[src/rtl/shr_pkg.sv]
package shr_pkg;
  typedef enum logic [1:0] {
    ST_IDLE = 2'd0,
    ST_HUNT = 2'd1,
    ST_DATA = 2'd2
  } rx_state_e;
endpackage

[src/rtl/shr_sync_det.sv]
module shr_sync_det #(
  parameter int CHAR_W = 8
) (
  input  logic                  clk_i,
  input  logic                  rst_ni,
  input  logic                  clr_i,
  input  logic                  bit_vld_i,
  input  logic                  bit_i,
  input  logic [2*CHAR_W-1:0]   pattern_i,
  output logic                  match_o
);
  localparam int WIN_W  = 2 * CHAR_W;
  localparam int FILL_W = $clog2(WIN_W + 1);

  logic [WIN_W-1:0]  win_q, win_nxt;
  logic [FILL_W-1:0] fill_q;

  assign win_nxt = {win_q[WIN_W-2:0], bit_i};
  // window counts only once every position holds a bit seen in this hunt
  assign match_o = bit_vld_i && !clr_i && (fill_q >= FILL_W'(WIN_W - 1)) &&
                   (win_nxt == pattern_i);

  always_ff @(posedge clk_i or negedge rst_ni) begin
    if (!rst_ni) begin
      win_q  <= '0;
      fill_q <= '0;
    end else if (clr_i) begin
      win_q  <= '0;
      fill_q <= '0;
    end else if (bit_vld_i) begin
      win_q <= win_nxt;
      if (fill_q != FILL_W'(WIN_W)) fill_q <= fill_q + 1'b1;
    end
  end

  p_fill_cap_r2: assert property (@(posedge clk_i) disable iff (!rst_ni)
    fill_q <= FILL_W'(WIN_W));
  p_clr_empties_r2: assert property (@(posedge clk_i) disable iff (!rst_ni)
    clr_i |=> fill_q == '0);
endmodule

[src/rtl/shr_deser.sv]
module shr_deser #(
  parameter int CHAR_W = 8
) (
  input  logic              clk_i,
  input  logic              rst_ni,
  input  logic              clr_i,
  input  logic              bit_vld_i,
  input  logic              bit_i,
  output logic              byte_vld_o,
  output logic [CHAR_W-1:0] byte_o
);
  localparam int CNT_W = $clog2(CHAR_W);

  logic [CHAR_W-2:0] sh_q;
  logic [CNT_W-1:0]  cnt_q;

  assign byte_o     = {sh_q, bit_i};
  assign byte_vld_o = bit_vld_i && !clr_i && (cnt_q == CNT_W'(CHAR_W - 1));

  always_ff @(posedge clk_i or negedge rst_ni) begin
    if (!rst_ni) begin
      sh_q  <= '0;
      cnt_q <= '0;
    end else if (clr_i) begin
      cnt_q <= '0;
    end else if (bit_vld_i) begin
      sh_q  <= byte_o[CHAR_W-2:0];
      cnt_q <= byte_vld_o ? '0 : cnt_q + 1'b1;
    end
  end

  p_cnt_range_r3: assert property (@(posedge clk_i) disable iff (!rst_ni)
    cnt_q <= CNT_W'(CHAR_W - 1));
  p_byte_restarts_r3: assert property (@(posedge clk_i) disable iff (!rst_ni)
    byte_vld_o |=> cnt_q == '0);
endmodule

[src/rtl/shr_desc_tbl.sv]
module shr_desc_tbl #(
  parameter int N_DESC = 4,
  parameter int LEN_W  = 8,
  localparam int IDX_W = $clog2(N_DESC)
) (
  input  logic             clk_i,
  input  logic             rst_ni,
  input  logic             wr_i,
  input  logic [IDX_W-1:0] wr_idx_i,
  input  logic             wr_empty_i,
  input  logic             wr_wrap_i,
  input  logic [LEN_W-1:0] wr_len_i,
  input  logic             close_i,
  output logic [IDX_W-1:0] cur_idx_o,
  output logic             cur_empty_o,
  output logic [LEN_W-1:0] cur_len_o
);
  logic             empty_q [N_DESC];
  logic             wrap_q  [N_DESC];
  logic [LEN_W-1:0] len_q   [N_DESC];
  logic [IDX_W-1:0] cur_q;

  for (genvar g = 0; g < N_DESC; g++) begin : g_ent
    always_ff @(posedge clk_i or negedge rst_ni) begin
      if (!rst_ni) begin
        empty_q[g] <= 1'b0;
        wrap_q[g]  <= 1'b0;
        len_q[g]   <= '0;
      end else if (wr_i && wr_idx_i == IDX_W'(g)) begin
        empty_q[g] <= wr_empty_i;
        wrap_q[g]  <= wr_wrap_i;
        len_q[g]   <= wr_len_i;
      end else if (close_i && cur_q == IDX_W'(g)) begin
        empty_q[g] <= 1'b0;
      end
    end
  end

  always_ff @(posedge clk_i or negedge rst_ni) begin
    if (!rst_ni) cur_q <= '0;
    else if (close_i)
      cur_q <= (wrap_q[cur_q] || cur_q == IDX_W'(N_DESC - 1)) ? '0 : cur_q + 1'b1;
  end

  assign cur_idx_o   = cur_q;
  assign cur_empty_o = empty_q[cur_q];
  assign cur_len_o   = len_q[cur_q];

  p_advance_r4: assert property (@(posedge clk_i) disable iff (!rst_ni)
    close_i && !wrap_q[cur_q] && cur_q != IDX_W'(N_DESC - 1)
      |=> cur_q == IDX_W'($past(cur_q) + 1'b1));
  p_wrap_r4: assert property (@(posedge clk_i) disable iff (!rst_ni)
    close_i && wrap_q[cur_q] |=> cur_q == '0);
  p_hold_r10: assert property (@(posedge clk_i) disable iff (!rst_ni)
    !close_i |=> $stable(cur_q));
endmodule

[src/rtl/sync_hunt_rx.sv]
module sync_hunt_rx
  import shr_pkg::*;
#(
  parameter int CHAR_W = 8,
  parameter int N_DESC = 4,
  parameter int LEN_W  = 8,
  localparam int IDX_W = $clog2(N_DESC)
) (
  input  logic              clk_i,
  input  logic              rst_ni,
  input  logic              en_i,
  input  logic              rxd_i,
  input  logic              rxd_vld_i,
  input  logic [CHAR_W-1:0] syn1_i,
  input  logic [CHAR_W-1:0] syn2_i,
  input  logic              hunt_i,
  input  logic              irq_en_i,
  input  logic              dsc_wr_i,
  input  logic [IDX_W-1:0]  dsc_idx_i,
  input  logic              dsc_empty_i,
  input  logic              dsc_wrap_i,
  input  logic [LEN_W-1:0]  dsc_len_i,
  output logic              wr_o,
  output logic [IDX_W-1:0]  wr_idx_o,
  output logic [LEN_W-1:0]  wr_off_o,
  output logic [CHAR_W-1:0] wr_data_o,
  output logic              close_o,
  output logic [IDX_W-1:0]  close_idx_o,
  output logic [LEN_W:0]    close_cnt_o,
  output logic              irq_o,
  output logic              busy_o
);
  localparam int CNT_W = LEN_W + 1;

  rx_state_e        state_q, state_n;
  logic             need_q, need_n;
  logic [CNT_W-1:0] cnt_q, cnt_inc, lim;

  logic             sd_clr, sd_match;
  logic             dz_clr, dz_vld;
  logic [CHAR_W-1:0] dz_byte;
  logic [IDX_W-1:0] cur_idx;
  logic             cur_empty;
  logic [LEN_W-1:0] cur_len;
  logic             take, busy, full_close, hunt_close, close_now;

  assign sd_clr = (state_q != ST_HUNT) || hunt_i || !en_i;
  assign dz_clr = (state_q != ST_DATA) || hunt_i || !en_i;

  shr_sync_det #(.CHAR_W(CHAR_W)) u_sync (
    .clk_i, .rst_ni,
    .clr_i     (sd_clr),
    .bit_vld_i (rxd_vld_i),
    .bit_i     (rxd_i),
    .pattern_i ({syn1_i, syn2_i}),
    .match_o   (sd_match)
  );

  shr_deser #(.CHAR_W(CHAR_W)) u_deser (
    .clk_i, .rst_ni,
    .clr_i      (dz_clr),
    .bit_vld_i  (rxd_vld_i),
    .bit_i      (rxd_i),
    .byte_vld_o (dz_vld),
    .byte_o     (dz_byte)
  );

  shr_desc_tbl #(.N_DESC(N_DESC), .LEN_W(LEN_W)) u_tbl (
    .clk_i, .rst_ni,
    .wr_i        (dsc_wr_i),
    .wr_idx_i    (dsc_idx_i),
    .wr_empty_i  (dsc_empty_i),
    .wr_wrap_i   (dsc_wrap_i),
    .wr_len_i    (dsc_len_i),
    .close_i     (close_now),
    .cur_idx_o   (cur_idx),
    .cur_empty_o (cur_empty),
    .cur_len_o   (cur_len)
  );

  // length 0 stands for a full 2**LEN_W buffer
  assign lim        = (cur_len == '0) ? (CNT_W'(1) << LEN_W) : {1'b0, cur_len};
  assign cnt_inc    = cnt_q + 1'b1;
  assign take       = dz_vld && cur_empty;
  assign busy       = dz_vld && !cur_empty;
  assign full_close = take && (cnt_inc == lim);
  assign hunt_close = hunt_i && (cnt_q != '0);
  assign close_now  = full_close || hunt_close;

  always_comb begin
    state_n = state_q;
    need_n  = need_q;
    if (hunt_i) begin
      state_n = en_i ? ST_HUNT : ST_IDLE;
      need_n  = 1'b0;
    end else if (!en_i) begin
      state_n = ST_IDLE;
      need_n  = need_q || (state_q != ST_IDLE);
    end else if (state_q == ST_IDLE) begin
      state_n = need_q ? ST_IDLE : ST_HUNT;
    end else if (state_q == ST_HUNT && sd_match) begin
      state_n = ST_DATA;
    end
  end

  always_ff @(posedge clk_i or negedge rst_ni) begin
    if (!rst_ni) begin
      state_q <= ST_IDLE;
      need_q  <= 1'b0;
      cnt_q   <= '0;
    end else begin
      state_q <= state_n;
      need_q  <= need_n;
      if (close_now) cnt_q <= '0;
      else if (take) cnt_q <= cnt_inc;
    end
  end

  always_ff @(posedge clk_i or negedge rst_ni) begin
    if (!rst_ni) begin
      wr_o        <= 1'b0;
      wr_idx_o    <= '0;
      wr_off_o    <= '0;
      wr_data_o   <= '0;
      close_o     <= 1'b0;
      close_idx_o <= '0;
      close_cnt_o <= '0;
      irq_o       <= 1'b0;
      busy_o      <= 1'b0;
    end else begin
      wr_o    <= take;
      busy_o  <= busy;
      close_o <= close_now;
      irq_o   <= close_now && irq_en_i;
      if (take) begin
        wr_idx_o  <= cur_idx;
        wr_off_o  <= cnt_q[LEN_W-1:0];
        wr_data_o <= dz_byte;
      end
      if (close_now) begin
        close_idx_o <= cur_idx;
        close_cnt_o <= full_close ? cnt_inc : cnt_q;
      end
    end
  end

  p_irq_with_close_r6: assert property (@(posedge clk_i) disable iff (!rst_ni)
    irq_o |-> close_o);
  p_write_in_data_r3: assert property (@(posedge clk_i) disable iff (!rst_ni)
    wr_o |-> $past(state_q) == ST_DATA);
  p_busy_no_write_r7: assert property (@(posedge clk_i) disable iff (!rst_ni)
    busy_o |-> !wr_o);
  p_hunt_wins_r9: assert property (@(posedge clk_i) disable iff (!rst_ni)
    hunt_i |=> !wr_o && !busy_o && state_q != ST_DATA);
  p_relock_r8: assert property (@(posedge clk_i) disable iff (!rst_ni)
    state_q == ST_IDLE && need_q && !hunt_i |=> state_q == ST_IDLE);
  p_close_nonzero_r5: assert property (@(posedge clk_i) disable iff (!rst_ni)
    close_o |-> close_cnt_o != '0);
endmodule

[config.mk]
export PLATFORM = sky130hd
export DESIGN_NAME = sync_hunt_rx
export DESIGN_NICKNAME = d
export VERILOG_FILES = /design/src/rtl/shr_pkg.sv /design/src/rtl/shr_sync_det.sv /design/src/rtl/shr_deser.sv /design/src/rtl/shr_desc_tbl.sv /design/src/rtl/sync_hunt_rx.sv
export SDC_FILE = /design/constraint.sdc
export NUM_CORES = 1
export LEC_CHECK = 0
export BUFFER_PORTS_ARGS = -buffer_cell sky130_fd_sc_hd__buf_2
export CAP_MARGIN = 20
export CORE_ASPECT_RATIO = 0.8
export CORE_UTILIZATION = 35
export DETAILED_ROUTE_END_ITERATION = 12
export PLACE_DENSITY = 0.51
export SLEW_MARGIN = 20
export SYNTH_ARGS = -nofsm -noshare
export SYNTH_HDL_FRONTEND = slang
export SYNTH_SLANG_ARGS = --single-unit
[constraint.sdc]
create_clock -name clk_i -period 6.76 [get_ports clk_i]
set_input_delay 1.352 -clock clk_i [delete_from_list [all_inputs] [get_ports clk_i]]
set_output_delay 1.352 -clock clk_i [all_outputs]
set_load 0.05 [all_outputs]
# --- Word-level counts from Yosys, hierarchy flattened ---
# Cells that the tools add are included.
totals:
  n_memories: 0
  ramBits: 0
  output_inout_bits: 33
  mem_bits_ro: 0
  register_bits: 117
  word_cells: 136
  latchBits: 0
classes:
  n_mux: 38
  addsub: 4
  eq_ne: 15
  magnitude_cmp: 2
  bitwise: 2
  n_reduce_logical: 46
  mul: 0
  shifts: 0
  n_div: 0
op_table:
  columns: ["cell", "n"]
  rows:
  - ["two-way mux 9 bit", 4]
  - ["two-way mux 15 bit", 2]
  - ["logical AND 1 bit", 19]
  - ["nonzero test 2 bit", 9]
  - ["binary-select mux 8 bit (select 2 bit)", 1]
  - ["equality test 16 bit", 1]
  - ["two-way mux 1 bit", 16]
  - ["two-way mux 8 bit", 2]
  - ["two-way mux 5 bit", 3]
  - ["two-way mux 2 bit", 5]
  - ["adder 9 x 1 -> 9 bit, second input constant", 1]
  - ["equality test 9 bit", 1]
  - ["two-way mux 3 bit", 3]
  - ["nonzero test 9 bit", 1]
  - ["equality test 2 bit, second input constant", 4]
  - ["zero test 8 bit", 1]
  - ["logical OR 1 bit", 7]
  - ["equality test 2 x 1 -> 1 bit, second input constant", 3]
  - ["zero test 2 bit", 3]
  - ["adder 5 x 1 -> 5 bit, second input constant", 1]
  - [">= comparator 5 x 4 -> 1 bit, second input constant", 1]
  - ["!= test 5 bit, second input constant", 1]
  - ["binary-select mux 1 bit (select 2 bit)", 2]
  - ["zero test 1 bit", 4]
  - ["other kinds (10)", 12]

# --- Longest topological paths before layout ---
depth:
  depth_word: 12
  depth_mapped: 10
  depth_no_buf: 9

# --- Modules after synthesis ---
# Synthesis repeated with hierarchy kept, for this count alone.
hier_totals:
  hier_cells: 507
  area_unflattened_um2: 5863.1
modules_own_cells:
  columns: ["mod", "instances", "cells_per_inst", "area_per_inst_um2"]
  rows:
  - ["sync_hunt_rx", 1, 258, 2373.5]
  - ["shr_desc_tbl", 1, 116, 1945.6]
  - ["shr_sync_det", 1, 103, 1078.5]
  - ["shr_deser", 1, 30, 465.4]

# --- Least setup slack after synthesis ---
# No wires, ideal clock.
synth_timing:
  path_kind: "input to register"
  startpoint: "in hunt_i"
  endpoint: "reg close_cnt_o[4]"
  slack_ns: 3.595
  setup_ns: 0.124
  t_required_ns: 6.636
  path_buffers: 1
  arrival_time_ns: 3.041
  path_stages: 7
  cell_sequence: "nor4bb_1 nand4_1 clkbuf_1 nor2_1 or4b_4 and3_1 a211o_1"
synth_via:
  elab_chain_cells: 8
  word_cells_on_any_way: 10
  classes_between: "mux: 1; reduce/logical: 9"
synth_lines:
  columns: ["item", "line", "text"]
  rows:
  - ["from (decl)", "sync_hunt_rx.sv:16", "input logic hunt_i,"]
  - ["logical OR 1 bit (2 in a row)", "sync_hunt_rx.sv:48", "assign dz_clr = (state_q != ST_DATA) || hunt_i || !en_i;"]
  - ["zero test 1 bit", "shr_deser.sv:18", "assign byte_vld_o = bit_vld_i && !clr_i && (cnt_q == CNT_W'(CHAR_W - 1));"]
  - ["logical AND 1 bit (2 in a row)", "shr_deser.sv:18", null]
  - ["logical AND 1 bit", "sync_hunt_rx.sv:84", "assign take = dz_vld && cur_empty;"]
  - ["logical AND 1 bit", "sync_hunt_rx.sv:86", "assign full_close = take && (cnt_inc == lim);"]
  - ["two-way mux 9 bit / logical OR 1 bit (equally long branches)", "sync_hunt_rx.sv:142, sync_hunt_rx.sv:88", null]
  - ["to (signal assigned)", "sync_hunt_rx.sv:142", "close_cnt_o <= full_close ? cnt_inc : cnt_q;"]
  - ["to (decl)", "sync_hunt_rx.sv:29", "output logic [LEN_W:0] close_cnt_o,"]
# Several ways; a longest one is shown, not always the timed one.
# A chain may end at the register's enable or synchronous reset.

# --- Final worst setup path ---
layout_timing:
  startpoint: "in hunt_i"
  endpoint: "reg close_idx_o[0]"
layout_via:
  elab_chain_cells: 8
  word_cells_on_any_way: 9
  classes_between: "reduce/logical: 9"
layout_lines:
  columns: ["item", "line", "text"]
  rows:
  - ["logical OR 1 bit (2 in a row)", "sync_hunt_rx.sv:48", null]
  - ["zero test 1 bit", "shr_deser.sv:18", null]
  - ["logical AND 1 bit (2 in a row)", "shr_deser.sv:18", null]
  - ["logical AND 1 bit", "sync_hunt_rx.sv:84", null]
  - ["logical AND 1 bit", "sync_hunt_rx.sv:86", null]
  - ["logical OR 1 bit (*)", "sync_hunt_rx.sv:88", "assign close_now = full_close || hunt_close;"]
  - ["to (signal assigned)", "sync_hunt_rx.sv:141", "close_idx_o <= cur_idx;"]
  - ["to (decl)", "sync_hunt_rx.sv:28", "output logic [IDX_W-1:0] close_idx_o,"]
# Mark *: on every way between the ends. The rest lies on a longest branch, timed or not.

==> metrics.txt <==
root buf cell=clkbuf_16; CTS Buffer Depth=2; WS Path Type=in2reg; share of cells above drive strength 1=28.6%; TritonCTS buffer count=17; register area=2930 um2; synthesized flop and latch total=117; Post-Syn Area=5610 um2; clock-pin slew on the worst setup and hold paths=0.05 ns; Pwr Density=335 nW/um2; hold_buf cts=0; Slew @ Worst Pin=0.888 ns; maximum clock frequency=0.264 GHz; DRT antenna net count=0; Setup-failing EPs final=0; vias in the first global route=3990; footprint of the multi-input gates=2510 um2; Psw=596 uW; Avg Cell Area, Syn=11.5 um2; R2R Path End=close_idx_o[0]; Reg power frac=36.6%; initial core utilization=36.6%; r2r worst-path depth=7; buffers added on ports=68; Lkg Pwr=3.19 nW; critical path startpoint category=input pin; P_int=1.69 mW; WP data arrival=4.08 ns; Gate power share=17.8%; slowest stage delay, CP=0.51 ns; Setup Skew=0.00872 ns; flop2flop setup slack=3.15 ns; Final Cycle Share=56.1%; Vias=3827; status=complete, no violations; die footprint=16500 um2; ys flop type=dfrtp_1; Worst slew margin=40.6%; CP Capture Type=flop; post-CTS setup buffer count=0; slowest CP cell=o31ai_4; Pwr Total=2.28 mW; largest net degree at the start of global routing=65; Skew-Pair Late Insertion Delay=0.41 ns; crit path cell chain=buf_2 > nor4bb_1 > nand4_1 > buf_4 > nor4_1 > nand4_1 > o31ai_4 > buf_4 > mux2_2; CTS tree=done; Post-route DRC=0; num ports=69; core area=15300 um2; Syn Inst Count=486; Layout area overhead=21.6%; GR Overflow Total=0; Avg WL per Cell=15.9 um; syn nets=533; crit path launch=hunt_i; WP data required=7.05 ns; H-tree depth=4; setup tns final=0 ns; crit path capture=close_idx_o[0]; GPL Wtd Cong=0.788; Synth cell types=49; RSZ-0062 raised after global routing=no; Slew Viols, Final=0; Nets=598; row count=40; CTS sink count=117; Synth Warn #=0; post-cts sizing count=0; clock group share of total power=45.6%; overall routing resource usage=16.4%; DIE WIDTH=143 um; final WL=12300 um; sequential area share after synthesis=52.2%; 1st-iter DRT viols=201; final worst path period need=3.79 ns; Max IR drop VDD=193 uV; post-DP HPWL=8440 um; global-route wire length before repair=20400 um; type of the most critical hold path=reg2reg; Vias/cell=4.94; Post-synth EDFFs=0; DRT Pass-1 Iters=4; max cap viols=0; initial antenna violation count=1; DIE HEIGHT=115 um; FILL cells=1446; R2R Path Start=u_tbl.cur_idx_o[0]; Final Hold Viols=0; CP Max Fanout=29; Sw Ratio=26.1%; Post-synth ARST share=100%
==> cell usage in the layout, fill, tap and decap left out, drive strengths merged, types with 8 or more instances in the layout <==
master  instances
a21oi          12
nand3           8
inv            12
xnor2          25
nand2          64
clkbuf         23
nand4          11
ha             11
buf            73
mux4           10
nor2           50
dfrtp         117
o21ai          10
mux2           46
mux2i          18
xor2           10
==> cell families after synthesis <==
| family | count (synthesis) | share of synthesized area [%] |
|---|---|---|
| buf+inv | 39 | 2.90 |
| compound gates | 47 | 5.58 |
| simple gates | 160 | 13.3 |
| flops | 117 | 52.2 |
| mux | 74 | 16.8 |
| xor+xnor | 38 | 6.74 |
| fa+ha+maj | 11 | 2.46 |
==> per-stage QoR <==
stage,hold slack (ns),util [%],cells,instance area [um2],setup slack [ns]
floorplan,0.433,-,486,5610,3.59
global placement,0.457,40.0,742,6130,2.67
detailed placement,0.458,40.0,742,6130,2.53
CTS,0.472,44.5,773,6810,2.95
global route,0.482,44.5,773,6810,2.70
finish,0.467,44.5,774,6820,2.97
==> worst min-delay path by stage <==
stage,from,to,depth (start not counted)
global route,wr_data_o[7],wr_data_o[7],2
detailed placement,u_deser.sh_q[6],wr_data_o[7],2
CTS,u_deser.sh_q[6],wr_data_o[7],2
global placement,wr_data_o[7],wr_data_o[7],2
floorplan,u_deser.sh_q[6],wr_data_o[7],2
finish,wr_off_o[7],wr_off_o[7],2
==> final cells by class <==
class,count,area share (%)
Sequential cell,117,43.0
Multi-Input combinational cell,330,36.9
Clock inverter,8,2.85
Timing Repair Buffer,73,5.58
Tap cell,210,3.86
Inverter,12,0.661
Antenna cell,1,0.0367
Clock buffer,23,7.16
==> power by group through the flow <==
stage          clock network [mW]  logic [mW]  registers (mW)
4_1_cts                      1.06       0.409           0.839
5_1_grt                      1.09       0.437           0.848
2_1_floorplan                   0       0.266           0.876
6_report                     1.04       0.406           0.835
3_5_place_dp                    0       0.409           0.851
3_3_place_gp                    0       0.401           0.848
==> per-layer routing <==
layer / up-vias / routed length [um] / track usage (%)
li1: 1833 / - / -
met1: 1912 / 6160 / 22.6
met2: 72 / 5560 / 25.0
met3: 10 / 465 / 4.37
met4: 0 / 142 / 5.53
met5: - / 0 / 0
==> critical path: cells and delay by family <==
family / cells / cell delay [ns]
AO/OA/AOI/OAI: 1 / 0.51
buffers and inverters: 3 / 0.74
multiplexers: 1 / 0.35
AND/OR/NAND/NOR: 4 / 1.12
==> Yosys cell counts (6+ instances only) <==
| cell type | number | area (um2) |
|---|---|---|
| o21ai_0 | 10 | 50.1 |
| nor2_1 | 50 | 188 |
| nand4_1 | 11 | 68.8 |
| xnor2_1 | 25 | 219 |
| clkbuf_1 | 20 | 75.1 |
| nand3_1 | 8 | 40.0 |
| nand2_1 | 64 | 240 |
| inv_1 | 12 | 45.0 |
| mux2i_1 | 18 | 180 |
| xor2_1 | 10 | 87.6 |
| mux2_2 | 46 | 518 |
| ha_1 | 11 | 138 |
| o22ai_1 | 6 | 37.5 |
| dfrtp_1 | 117 | 2930 |
| a21oi_1 | 12 | 60.1 |
==> flip-flops by register name, summed over array words and instances (netlist names), 3 cells and up <==
signal,flops
wr_data_o,8
u_sync.fill_q,5
wr_off_o,8
u_tbl.wrap_q,4
u_tbl.empty_q,4
close_cnt_o,9
u_sync.win_q,15
u_tbl.len_q,32
u_deser.sh_q,7
u_deser.cnt_q,3
cnt_q,9
Note: power is estimated with default switching activity, not from simulation.
